File: src/rtl/ahbdp_pkg.sv
package ahbdp_pkg;

  localparam logic [1:0] TRANS_IDLE = 2'b00;
  localparam logic [1:0] TRANS_NSEQ = 2'b10;

  // Strobes from control to datapath
  typedef struct packed {
    logic issue;      // a transfer is presented this cycle
    logic selDbg;     // presented transfer belongs to debug
    logic accept;     // address phase taken this cycle
    logic dphActive;  // a data phase is in progress
    logic dphDbg;     // that data phase belongs to debug
  } dpStrobe_t;

endpackage

File: src/rtl/ahbdp_ctrl.sv
module ahbdp_ctrl
  import ahbdp_pkg::*;
(
  input  logic      clk,
  input  logic      rstN,
  input  logic      coreVld,
  input  logic      coreExcl,
  input  logic      coreWrite,
  input  logic      dbgVld,
  input  logic      hready,
  output dpStrobe_t st,
  output logic      coreRdy
);

  logic holdVld, holdDbg;
  logic exclOpen;
  logic dphActive, dphDbg;
  logic dbgOk, issue, pickDbg, accept;

  // Grant selection: a stalled address phase keeps its owner
  always_comb begin
    dbgOk = dbgVld && !(dphActive && dphDbg);
    if (holdVld) begin
      issue   = 1'b1;
      pickDbg = holdDbg;
    end else if (dbgOk && (!coreVld || !exclOpen)) begin
      issue   = 1'b1;
      pickDbg = 1'b1;
    end else begin
      issue   = coreVld;
      pickDbg = 1'b0;
    end
  end

  assign accept  = issue && hready;
  assign coreRdy = accept && !pickDbg;

  always_ff @(posedge clk or negedge rstN) begin
    if (!rstN) begin
      holdVld   <= 1'b0;
      holdDbg   <= 1'b0;
      exclOpen  <= 1'b0;
      dphActive <= 1'b0;
      dphDbg    <= 1'b0;
    end else begin
      holdVld <= issue && !hready;
      holdDbg <= issue && pickDbg && !hready;
      if (hready) begin
        dphActive <= issue;
        dphDbg    <= issue && pickDbg;
      end
      if (accept && !pickDbg)
        exclOpen <= coreExcl && !coreWrite;
    end
  end

  always_comb begin
    st.issue     = issue;
    st.selDbg    = pickDbg;
    st.accept    = accept;
    st.dphActive = dphActive;
    st.dphDbg    = dphDbg;
  end

  // a stalled address phase is presented again by the same owner
  p_grant_hold_r7: assert property (@(posedge clk) disable iff (!rstN)
    (issue && !hready) |=> (issue && (pickDbg == $past(pickDbg))));

  // no second debug grant while debug owns the data phase
  p_dbg_busy_r10: assert property (@(posedge clk) disable iff (!rstN)
    (dphActive && dphDbg) |-> !(issue && pickDbg));

  // open exclusive window keeps a waiting core ahead of debug
  p_excl_priority_r6: assert property (@(posedge clk) disable iff (!rstN)
    (exclOpen && coreVld && !holdVld) |-> (issue && !pickDbg));

endmodule

File: src/rtl/ahbdp_datapath.sv
module ahbdp_datapath
  import ahbdp_pkg::*;
#(
  parameter int ADDR_W = 32,
  parameter int DATA_W = 32,
  parameter int MID_W  = 8,
  parameter logic [MID_W-1:0] MID_CORE = 8'h00,
  parameter logic [MID_W-1:0] MID_DBG  = 8'h01
) (
  input  logic              clk,
  input  logic              rstN,
  input  dpStrobe_t         st,
  input  logic [ADDR_W-1:0] coreAddr,
  input  logic              coreWrite,
  input  logic [1:0]        coreSize,
  input  logic              coreExcl,
  input  logic              corePriv,
  input  logic [DATA_W-1:0] coreWdata,
  input  logic [ADDR_W-1:0] dbgAddr,
  input  logic              dbgWrite,
  input  logic [1:0]        dbgSize,
  input  logic [DATA_W-1:0] dbgWdata,
  input  logic              hready,
  input  logic              hresp,
  input  logic              hexokay,
  input  logic [DATA_W-1:0] hrdata,
  output logic [ADDR_W-1:0] haddr,
  output logic              hwrite,
  output logic [2:0]        hsize,
  output logic [3:0]        hprot,
  output logic [MID_W-1:0]  hmaster,
  output logic              hexcl,
  output logic [DATA_W-1:0] hwdata,
  output logic              coreRspVld,
  output logic              coreErr,
  output logic              coreExOkay,
  output logic [DATA_W-1:0] coreRdata,
  output logic              dbgRdy,
  output logic              dbgErr,
  output logic [DATA_W-1:0] dbgRdata
);

  localparam int LANES = DATA_W / 8;

  logic [1:0]        selSize;
  logic [DATA_W-1:0] selWdata;
  logic [DATA_W-1:0] replData;
  logic [DATA_W-1:0] wdataQ;
  logic              phaseDone;

  assign selSize  = st.selDbg ? dbgSize  : coreSize;
  assign selWdata = st.selDbg ? dbgWdata : coreWdata;

  // Address phase
  assign haddr   = st.selDbg ? dbgAddr  : coreAddr;
  assign hwrite  = st.selDbg ? dbgWrite : coreWrite;
  assign hsize   = {1'b0, selSize};
  assign hprot   = {2'b00, st.selDbg | corePriv, 1'b1};
  assign hmaster = st.selDbg ? MID_DBG : MID_CORE;
  assign hexcl   = st.issue && !st.selDbg && coreExcl;

  // Lane replication for narrow writes
  for (genvar l = 0; l < LANES; l++) begin : g_lane
    assign replData[l*8 +: 8] =
      (selSize == 2'd0) ? selWdata[7:0] :
      (selSize == 2'd1) ? selWdata[(l % 2)*8 +: 8] :
                          selWdata[l*8 +: 8];
  end

  always_ff @(posedge clk or negedge rstN) begin
    if (!rstN)          wdataQ <= '0;
    else if (st.accept) wdataQ <= replData;
  end

  assign hwdata = wdataQ;

  // Response routing to the data-phase owner
  assign phaseDone  = st.dphActive && hready;
  assign coreRspVld = phaseDone && !st.dphDbg;
  assign coreErr    = coreRspVld && hresp;
  assign coreExOkay = coreRspVld && hexokay;
  assign coreRdata  = coreRspVld ? hrdata : '0;
  assign dbgRdy     = phaseDone && st.dphDbg;
  assign dbgErr     = dbgRdy && hresp;
  assign dbgRdata   = dbgRdy ? hrdata : '0;

  // write data does not move during a stalled data phase
  p_wdata_stable_r5: assert property (@(posedge clk) disable iff (!rstN)
    (st.dphActive && !hready) |=> $stable(hwdata));

  // never a response to both requesters at once
  p_single_owner_r9: assert property (@(posedge clk) disable iff (!rstN)
    !(coreRspVld && dbgRdy));

endmodule

File: src/rtl/ahb_dport_arb.sv
module ahb_dport_arb
  import ahbdp_pkg::*;
#(
  parameter int ADDR_W = 32,
  parameter int DATA_W = 32,
  parameter int MID_W  = 8,
  parameter logic [MID_W-1:0] MID_CORE = 8'h00,
  parameter logic [MID_W-1:0] MID_DBG  = 8'h01
) (
  input  logic              clk,
  input  logic              rstN,
  input  logic              coreVld,
  output logic              coreRdy,
  input  logic [ADDR_W-1:0] coreAddr,
  input  logic              coreWrite,
  input  logic [1:0]        coreSize,
  input  logic              coreExcl,
  input  logic              corePriv,
  input  logic [DATA_W-1:0] coreWdata,
  output logic              coreRspVld,
  output logic              coreErr,
  output logic              coreExOkay,
  output logic [DATA_W-1:0] coreRdata,
  input  logic              dbgVld,
  input  logic [ADDR_W-1:0] dbgAddr,
  input  logic              dbgWrite,
  input  logic [1:0]        dbgSize,
  input  logic [DATA_W-1:0] dbgWdata,
  output logic              dbgRdy,
  output logic              dbgErr,
  output logic [DATA_W-1:0] dbgRdata,
  output logic [ADDR_W-1:0] haddr,
  output logic              hwrite,
  output logic [1:0]        htrans,
  output logic [2:0]        hsize,
  output logic [2:0]        hburst,
  output logic [3:0]        hprot,
  output logic              hmastlock,
  output logic [MID_W-1:0]  hmaster,
  output logic              hexcl,
  output logic [DATA_W-1:0] hwdata,
  input  logic              hready,
  input  logic              hresp,
  input  logic              hexokay,
  input  logic [DATA_W-1:0] hrdata
);

  dpStrobe_t st;

  ahbdp_ctrl u_ctrl (
    .clk      (clk),
    .rstN     (rstN),
    .coreVld  (coreVld),
    .coreExcl (coreExcl),
    .coreWrite(coreWrite),
    .dbgVld   (dbgVld),
    .hready   (hready),
    .st       (st),
    .coreRdy  (coreRdy)
  );

  ahbdp_datapath #(
    .ADDR_W  (ADDR_W),
    .DATA_W  (DATA_W),
    .MID_W   (MID_W),
    .MID_CORE(MID_CORE),
    .MID_DBG (MID_DBG)
  ) u_dp (
    .clk       (clk),
    .rstN      (rstN),
    .st        (st),
    .coreAddr  (coreAddr),
    .coreWrite (coreWrite),
    .coreSize  (coreSize),
    .coreExcl  (coreExcl),
    .corePriv  (corePriv),
    .coreWdata (coreWdata),
    .dbgAddr   (dbgAddr),
    .dbgWrite  (dbgWrite),
    .dbgSize   (dbgSize),
    .dbgWdata  (dbgWdata),
    .hready    (hready),
    .hresp     (hresp),
    .hexokay   (hexokay),
    .hrdata    (hrdata),
    .haddr     (haddr),
    .hwrite    (hwrite),
    .hsize     (hsize),
    .hprot     (hprot),
    .hmaster   (hmaster),
    .hexcl     (hexcl),
    .hwdata    (hwdata),
    .coreRspVld(coreRspVld),
    .coreErr   (coreErr),
    .coreExOkay(coreExOkay),
    .coreRdata (coreRdata),
    .dbgRdy    (dbgRdy),
    .dbgErr    (dbgErr),
    .dbgRdata  (dbgRdata)
  );

  assign htrans    = st.issue ? TRANS_NSEQ : TRANS_IDLE;
  assign hburst    = 3'b000;
  assign hmastlock = 1'b0;

  // only IDLE or NSEQ ever leaves the port
  p_trans_code_r1: assert property (@(posedge clk) disable iff (!rstN)
    (htrans == TRANS_IDLE) || (htrans == TRANS_NSEQ));

  // debug transfers are privileged and never exclusive
  p_dbg_attrs_r4: assert property (@(posedge clk) disable iff (!rstN)
    (htrans == TRANS_NSEQ && hmaster == MID_DBG) |-> (hprot[1] && !hexcl));

  // core acceptance only with a core-owned NSEQ and hready high
  p_core_accept_r8: assert property (@(posedge clk) disable iff (!rstN)
    coreRdy |-> (htrans == TRANS_NSEQ && hmaster == MID_CORE && hready));

endmodule

File: config.mk
export PLATFORM = sky130hd
export DESIGN_NAME = ahb_dport_arb
export DESIGN_NICKNAME = d
export VERILOG_FILES = /design/src/rtl/ahbdp_pkg.sv /design/src/rtl/ahbdp_ctrl.sv /design/src/rtl/ahbdp_datapath.sv /design/src/rtl/ahb_dport_arb.sv
export SDC_FILE = /design/constraint.sdc
export NUM_CORES = 1
export LEC_CHECK = 0
export CORE_AREA = 5 5 127 129
export DETAILED_ROUTE_END_ITERATION = 8
export DIE_AREA = 0 0 132 134
export GPL_ROUTABILITY_DRIVEN = 0
export HOLD_SLACK_MARGIN = 0.15
export PLACE_DENSITY = 0.74
export SLEW_MARGIN = 20
export SYNTH_ARGS = -nofsm -noshare
export SYNTH_HDL_FRONTEND = slang
export SYNTH_SLANG_ARGS = --single-unit
File: constraint.sdc
create_clock -name clk -period 1.9 [get_ports clk]
set_input_delay 0.475 -clock clk [delete_from_list [all_inputs] [get_ports clk]]
set_output_delay 0.475 -clock clk [all_outputs]
set_load 0.05 [all_outputs]
; After elaboration in Yosys (flattened, before gate mapping)
; Index checks and enable logic that the tools add are counted.
[classes]
reduce_logical = 26
n_eq_ne = 1
bitwise_logic = 1
mux = 17
[op_table]
columns = op, count
row1 = $mux W32, 4
row2 = $mux W8, 5
row3 = $logic_and A1 B1 Y1, 17
row4 = $logic_not A1 Y1, 7
row5 = $mux W1, 6
row6 = $mux W2, 2
row7 = $eq A2 B1 Y1 const B, 1
row8 = $logic_not A2 Y1, 1
row9 = $logic_or A1 B1 Y1, 1
row10 = $or A1 B1 Y1, 1
[word_totals]
elab_cells = 51
input_bits = 175
out_inout_bits = 157
register_bits = 37

; Depth between registers and ports, before layout
[logic_depth]
depth_word = 10
depth_mapped = 6

; Hierarchy
; Synthesis repeated with hierarchy kept, for this count alone.
[unflattened]
cells_unflattened = 369
area_unflattened_um2 = 3294.4
[by_module_without_submodules]
columns = module, instances, cells_per_inst, seq_area_each_um2, area_per_inst_um2
row1 = ahbdp_datapath, 1, 328, 800.8, 2950.3
row2 = ahbdp_ctrl, 1, 35, 125.1, 302.8
row3 = ahb_dport_arb, 1, 6, 0.0, 41.3

; Worst setup path before layout
; No wires, ideal clock.
[synth_path]
kind = input -> output
start = input port dbgVld
end = output port hexcl
setup_slack_ns = -0.806
path_stages = 5
required_time_ns = 1.425
t_arrival_ns = 2.231
cell_sequence = a21boi_2 -> a22oi_4 -> inv_2 -> buf_2 -> nor3_1
[synth_via]
elab_chain_cells = 7
word_cells_on_any_way = 9
classes_between = mux: 4 / reduce/logical: 5
[synth_rtl]
columns = element, line_no
row1 = start: declaration, ahb_dport_arb.sv:24  ; input logic dbgVld,
row2 = $logic_and A1 B1 Y1, ahbdp_ctrl.sv:22  ; dbgOk = dbgVld && !(dphActive && dphDbg);
row3 = $logic_and A1 B1 Y1, ahbdp_ctrl.sv:26  ; end else if (dbgOk && (!coreVld || !exclOpen)) begin
row4 = $mux W1, ahbdp_ctrl.sv:26
row5 = $mux W1, ahbdp_ctrl.sv:23  ; if (holdVld) begin
row6 = named net u_ctrl.pickDbg, ahbdp_ctrl.sv:18  ; logic dbgOk, issue, pickDbg, accept;
row7 = $logic_not A1 Y1, ahbdp_datapath.sv:60  ; assign hexcl = st.issue && !st.selDbg && coreExcl;
row8 = $logic_and A1 B1 Y1 (2 in a row), ahbdp_datapath.sv:60
row9 = end: declaration, ahb_dport_arb.sv:40  ; output logic hexcl,
; The timed path passes the listed nets, and every way through them passes these cells.

; Final worst setup path
[layout_path]
start = register u_ctrl.dphActive
end = output port hwrite
[layout_via]
elab_chain_cells = 7
[layout_rtl]
columns = element, line_no
row1 = start: declaration, ahbdp_ctrl.sv:17  ; logic dphActive, dphDbg;
row2 = start signal: assignment, ahbdp_ctrl.sv:49  ; dphActive <= issue;
row3 = $logic_and A1 B1 Y1, ahbdp_ctrl.sv:22
row4 = $logic_not A1 Y1, ahbdp_ctrl.sv:22
row5 = $logic_and A1 B1 Y1, ahbdp_ctrl.sv:22
row6 = $logic_and A1 B1 Y1, ahbdp_ctrl.sv:26
row7 = $mux W1, ahbdp_ctrl.sv:26
row8 = $mux W1, ahbdp_ctrl.sv:23
row9 = $mux W1, ahbdp_datapath.sv:56  ; assign hwrite = st.selDbg ? dbgWrite : coreWrite;
row10 = end: declaration, ahb_dport_arb.sv:33  ; output logic hwrite,
; No other way between the ends.

==> flow_summary.html <==
<table>
<tr><th>Metric</th><th>Value</th></tr>
<tr><th colspan="2">Detailed routing</th></tr>
<tr><td>Number of design rule violations left after detail routing</td><td>0</td></tr>
<tr><td>Remaining number of nets flagged by the antenna check after routing</td><td>0</td></tr>
<tr><td>Initial DRC Count</td><td>150</td></tr>
<tr><td>Via count normalized by instance count</td><td>4.53</td></tr>
<tr><td>Via total after detailed routing</td><td>4,272</td></tr>
<tr><td>Number of iterations in the first detailed-routing pass</td><td>4</td></tr>
<tr><td>Drt wl/cell</td><td>22.3 um</td></tr>
<tr><td>Final Routed Wirelength</td><td>21,100 um</td></tr>
<tr><th colspan="2">Critical path</th></tr>
<tr><td>Logic depth of the worst register-to-register path</td><td>10</td></tr>
<tr><td>Minimum setup slack among reg-to-reg paths</td><td>-10 ps</td></tr>
<tr><td>Type of the worst setup path</td><td>reg -&gt; out</td></tr>
<tr><td>Startpoint types</td><td>flip-flop</td></tr>
<tr><td>Category of the worst setup path capture point</td><td>output port</td></tr>
<tr><td>Arrival time of data at the critical path endpoint</td><td>1780 ps</td></tr>
<tr><td>R2R Path Start</td><td>u_ctrl.dphActive$_DFFE_PN0P_</td></tr>
<tr><td>WP data required</td><td>1420 ps</td></tr>
<tr><td>Peak fanout along the critical path</td><td>4</td></tr>
<tr><td>Worst flop-to-flop path endpoint</td><td>u_dp.hwdata[19]$_DFFE_PN0P_</td></tr>
<tr><th colspan="2">Global route</th></tr>
<tr><td>Total Routing Usage GR</td><td>22.4%</td></tr>
<tr><td>GR Overflow Total</td><td>0</td></tr>
<tr><td>Antenna violations before repair</td><td>1</td></tr>
<tr><td>Maximum number of pins on one net before global-route repair</td><td>43</td></tr>
<tr><td>Vias in the first global route</td><td>4,480</td></tr>
<tr><td>Wire length of the first global-routing pass</td><td>30,100 um</td></tr>
<tr><th colspan="2">STA</th></tr>
<tr><td>Number of hold violations in the final report</td><td>0</td></tr>
<tr><td>Unrepaired setup endpoints after global routing</td><td>yes</td></tr>
<tr><td>Worst setup margin</td><td>-355 ps</td></tr>
<tr><td>Clock skew</td><td>8.95 ps</td></tr>
<tr><td>Worst Tran Pin Value</td><td>505 ps</td></tr>
<tr><td>Final worst path period need</td><td>2250 ps</td></tr>
<tr><td>Rel. slew slack</td><td>66.3%</td></tr>
<tr><td>Setup Total Neg Slack</td><td>-28,710 ps</td></tr>
<tr><td>Final Max Slew Viols</td><td>0</td></tr>
<tr><td>Final clock period utilization by the worst path</td><td>119%</td></tr>
<tr><td>Final Setup Violations</td><td>111</td></tr>
<tr><td>Maximum achievable frequency</td><td>444 MHz</td></tr>
<tr><th colspan="2">Synth</th></tr>
<tr><td>Portion of synthesized cell area occupied by the leading cell type</td><td>27.1%</td></tr>
<tr><td>Leading post-synthesis cells by cell area</td><td>sky130_fd_sc_hd__dfrtp_1 27%, sky130_fd_sc_hd__mux2i_1 19%, sky130_fd_sc_hd__mux2_2 15%, sky130_fd_sc_hd__and2_1 12%, sky130_fd_sc_hd__o21ai_0 6.1%</td></tr>
<tr><td>Number of enable flip-flop cells after synthesis</td><td>0</td></tr>
<tr><td>Sequential share of the synthesized area</td><td>27.1%</td></tr>
<tr><td>Syn Std Cell Area</td><td>0.00342 mm^2</td></tr>
<tr><td>Ys flop type</td><td>sky130_fd_sc_hd__dfrtp_1</td></tr>
<tr><td>Distinct cell type count after synthesis</td><td>25</td></tr>
<tr><td>Yosys warnings</td><td>0</td></tr>
<tr><td>Post-Synthesis Mean Instance Area</td><td>8.82 um^2</td></tr>
<tr><td>Fraction of registers with async set/reset</td><td>100%</td></tr>
<tr><td>Post-synthesis sequential element count</td><td>37</td></tr>
<tr><td>Post-synth top area cell</td><td>sky130_fd_sc_hd__dfrtp_1</td></tr>
<tr><td>Cell count after synthesis</td><td>388</td></tr>
<tr><th colspan="2">Pwr</th></tr>
<tr><td>Peak VDD IR</td><td>0.000484 V</td></tr>
<tr><td>Power density over cell area</td><td>629 mW/mm^2</td></tr>
<tr><td>Total power of the final layout</td><td>0.00570 W</td></tr>
<tr><td>Leakage</td><td>4.15 nW</td></tr>
<tr><th colspan="2">Finish</th></tr>
<tr><td>Fraction of final layout cells sized beyond drive strength 1</td><td>49.9%</td></tr>
<tr><td>Commonest cells after routing, fill and taps aside</td><td>169 x sky130_fd_sc_hd__clkdlybuf4s50_1, 86 x sky130_fd_sc_hd__buf_12, 67 x sky130_fd_sc_hd__and2_4</td></tr>
<tr><td>Synth-to-Final Area Change</td><td>165%</td></tr>
<tr><td>Final std cells w/o fill</td><td>944</td></tr>
<tr><td>Total inserted antenna cells</td><td>0</td></tr>
<tr><td>Layout Nets</td><td>930</td></tr>
<tr><td>Commonest non-fill, non-tap cell in the layout</td><td>sky130_fd_sc_hd__clkdlybuf4s50_1</td></tr>
<tr><td>Final Cell Area</td><td>0.00906 mm^2</td></tr>
<tr><th colspan="2">CTS</th></tr>
<tr><td>Number of H-tree levels</td><td>2</td></tr>
<tr><td>Clock buffers created by TritonCTS</td><td>5</td></tr>
<tr><td>Worst-Skew Late Latency</td><td>280 ps</td></tr>
<tr><td>Clock tree from TritonCTS</td><td>done</td></tr>
<tr><td>Cell at the root of the clock tree</td><td>sky130_fd_sc_hd__clkbuf_16</td></tr>
<tr><td>TritonCTS sink count</td><td>37</td></tr>
<tr><td>Clock edge transition at the registers on the reported setup and hold paths</td><td>60 ps</td></tr>
<tr><td>CTS max path bufs</td><td>2</td></tr>
<tr><th colspan="2">Placed design</th></tr>
<tr><td>Port bufs</td><td>315</td></tr>
<tr><td>Post-Place Cell Area</td><td>0.00768 mm^2</td></tr>
<tr><td>Total placed cells including tap cells</td><td>896</td></tr>
<tr><td>HPWL reported at the end of detailed placement</td><td>15,600 um</td></tr>
<tr><th colspan="2">Hold path</th></tr>
<tr><td>Min-Delay Path Class</td><td>in -&gt; async</td></tr>
<tr><th colspan="2">Floorplan</th></tr>
<tr><td>Die area</td><td>0.0177 mm^2</td></tr>
<tr><td>Starting density of the core</td><td>22.9%</td></tr>
<tr><td>Number of top-level design ports</td><td>332</td></tr>
<tr><td>Die width</td><td>132 um</td></tr>
<tr><td>Site row count</td><td>45</td></tr>
<tr><td>Core Footprint</td><td>0.0149 mm^2</td></tr>
<tr><td>Die height</td><td>134 um</td></tr>
<tr><th colspan="2">Run status</th></tr>
<tr><td>Failing checks</td><td>setup timing</td></tr>
<tr><td>Status</td><td>finished with violations</td></tr>
<tr><th colspan="2">Job</th></tr>
<tr><td>Number of max-cap violations</td><td>0</td></tr>
</table>
sequential cells by signal, indices dropped and copies added (netlist names):
register and flops:
u_ctrl.dphActive 1, u_ctrl.dphDbg 1, u_ctrl.exclOpen 1, u_ctrl.holdDbg 1, u_ctrl.holdVld 1, u_dp.hwdata 32
layout make-up:
type,instances,area (um^2)
Fill cell,1175,5860
Timing Repair Buffer,393,4970
Multi-Input combinational cell,314,2740
Sequential cell,37,928
Tap cell,188,235
Clock buffer,7,153
Inverter,4,22.5
Clock inverter,1,8.76
synthesized netlist by cell type (5+ instances only):
library cell               instances
sky130_fd_sc_hd__mux2_1            6
sky130_fd_sc_hd__buf_4            20
sky130_fd_sc_hd__nand2_1          49
sky130_fd_sc_hd__nor2_1            5
sky130_fd_sc_hd__and2_1           67
sky130_fd_sc_hd__mux2_2           45
sky130_fd_sc_hd__o21ai_1           8
sky130_fd_sc_hd__mux2i_1          64
sky130_fd_sc_hd__buf_2             8
sky130_fd_sc_hd__dfrtp_1          37
sky130_fd_sc_hd__clkbuf_1         15
sky130_fd_sc_hd__o21ai_0          42
worst max-delay path: stages (launching register included):
cell	delay, ps
sky130_fd_sc_hd__dfrtp_2	440
sky130_fd_sc_hd__a21boi_4	190
sky130_fd_sc_hd__a22oi_4	90
sky130_fd_sc_hd__buf_6	150
sky130_fd_sc_hd__buf_6	130
sky130_fd_sc_hd__inv_8	60
sky130_fd_sc_hd__mux2_4	300
sky130_fd_sc_hd__buf_8	150
stage by stage:
step	hold WS (ps)	worst slack [ps]	utilization [%]
2_1_floorplan	179	-163	-
3_3_place_gp	466	-609	51.5
3_5_place_dp	472	-621	51.5
4_1_cts	170	-422	60.8
5_1_grt	201	-395	60.7
6_report	157	-355	60.7
power breakdown:
| part | internal (W) | switching (W) |
|---|---|---|
| logic | 0.00179 | 0.00200 |
| clock network | 0.000563 | 0.000334 |
| registers | 0.000921 | 0.0000892 |
| total | 0.00327 | 0.00242 |
routing by layer:
layer  wire, um  global-route usage (%)  vias to the layer above
met2      11000                    41.0                      205
met1       7900                    25.7                     1990
met3       1480                    5.89                       40
li1           -                       -                     2035
met5          9                       0                        -
met4        679                    6.40                        2
timing repair:
item	4_1_cts	5_1_grt
hold buffers	0	0
pin swaps	55	5
buffers inserted	24	13
cloned	16	0
setup endpoints to repair	139	134
gates resized for setup	199	41
cells by family (layout without fill, tap and decap cells):
group / count (synthesis) / count (layout) / synth area share [%]
flip-flops: 37 / 37 / 27.1
buffers and inverters: 51 / 405 / 8.96
AO/OA/AOI/OAI: 56 / 56 / 9.03
multiplexers: 115 / 115 / 35.5
AND/OR/NAND/NOR: 127 / 127 / 19.2
other: 2 / 16 / 0.220
how the worst max path moves through the flow:
stage | slack [ps] | cells after the start | start | endpoint
floorplan | -160 | 5 | dbgVld | hexcl
global route | -400 | 7 | u_ctrl.exclOpen$_DFFE_PN0P_ | hwrite
CTS | -420 | 7 | u_ctrl.exclOpen$_DFFE_PN0P_ | haddr[29]
detailed placement | -620 | 6 | coreVld | haddr[30]
finish | -350 | 7 | u_ctrl.dphActive$_DFFE_PN0P_ | hwrite
global placement | -610 | 6 | coreVld | haddr[27]
Power figures use the tool's default switching activity.
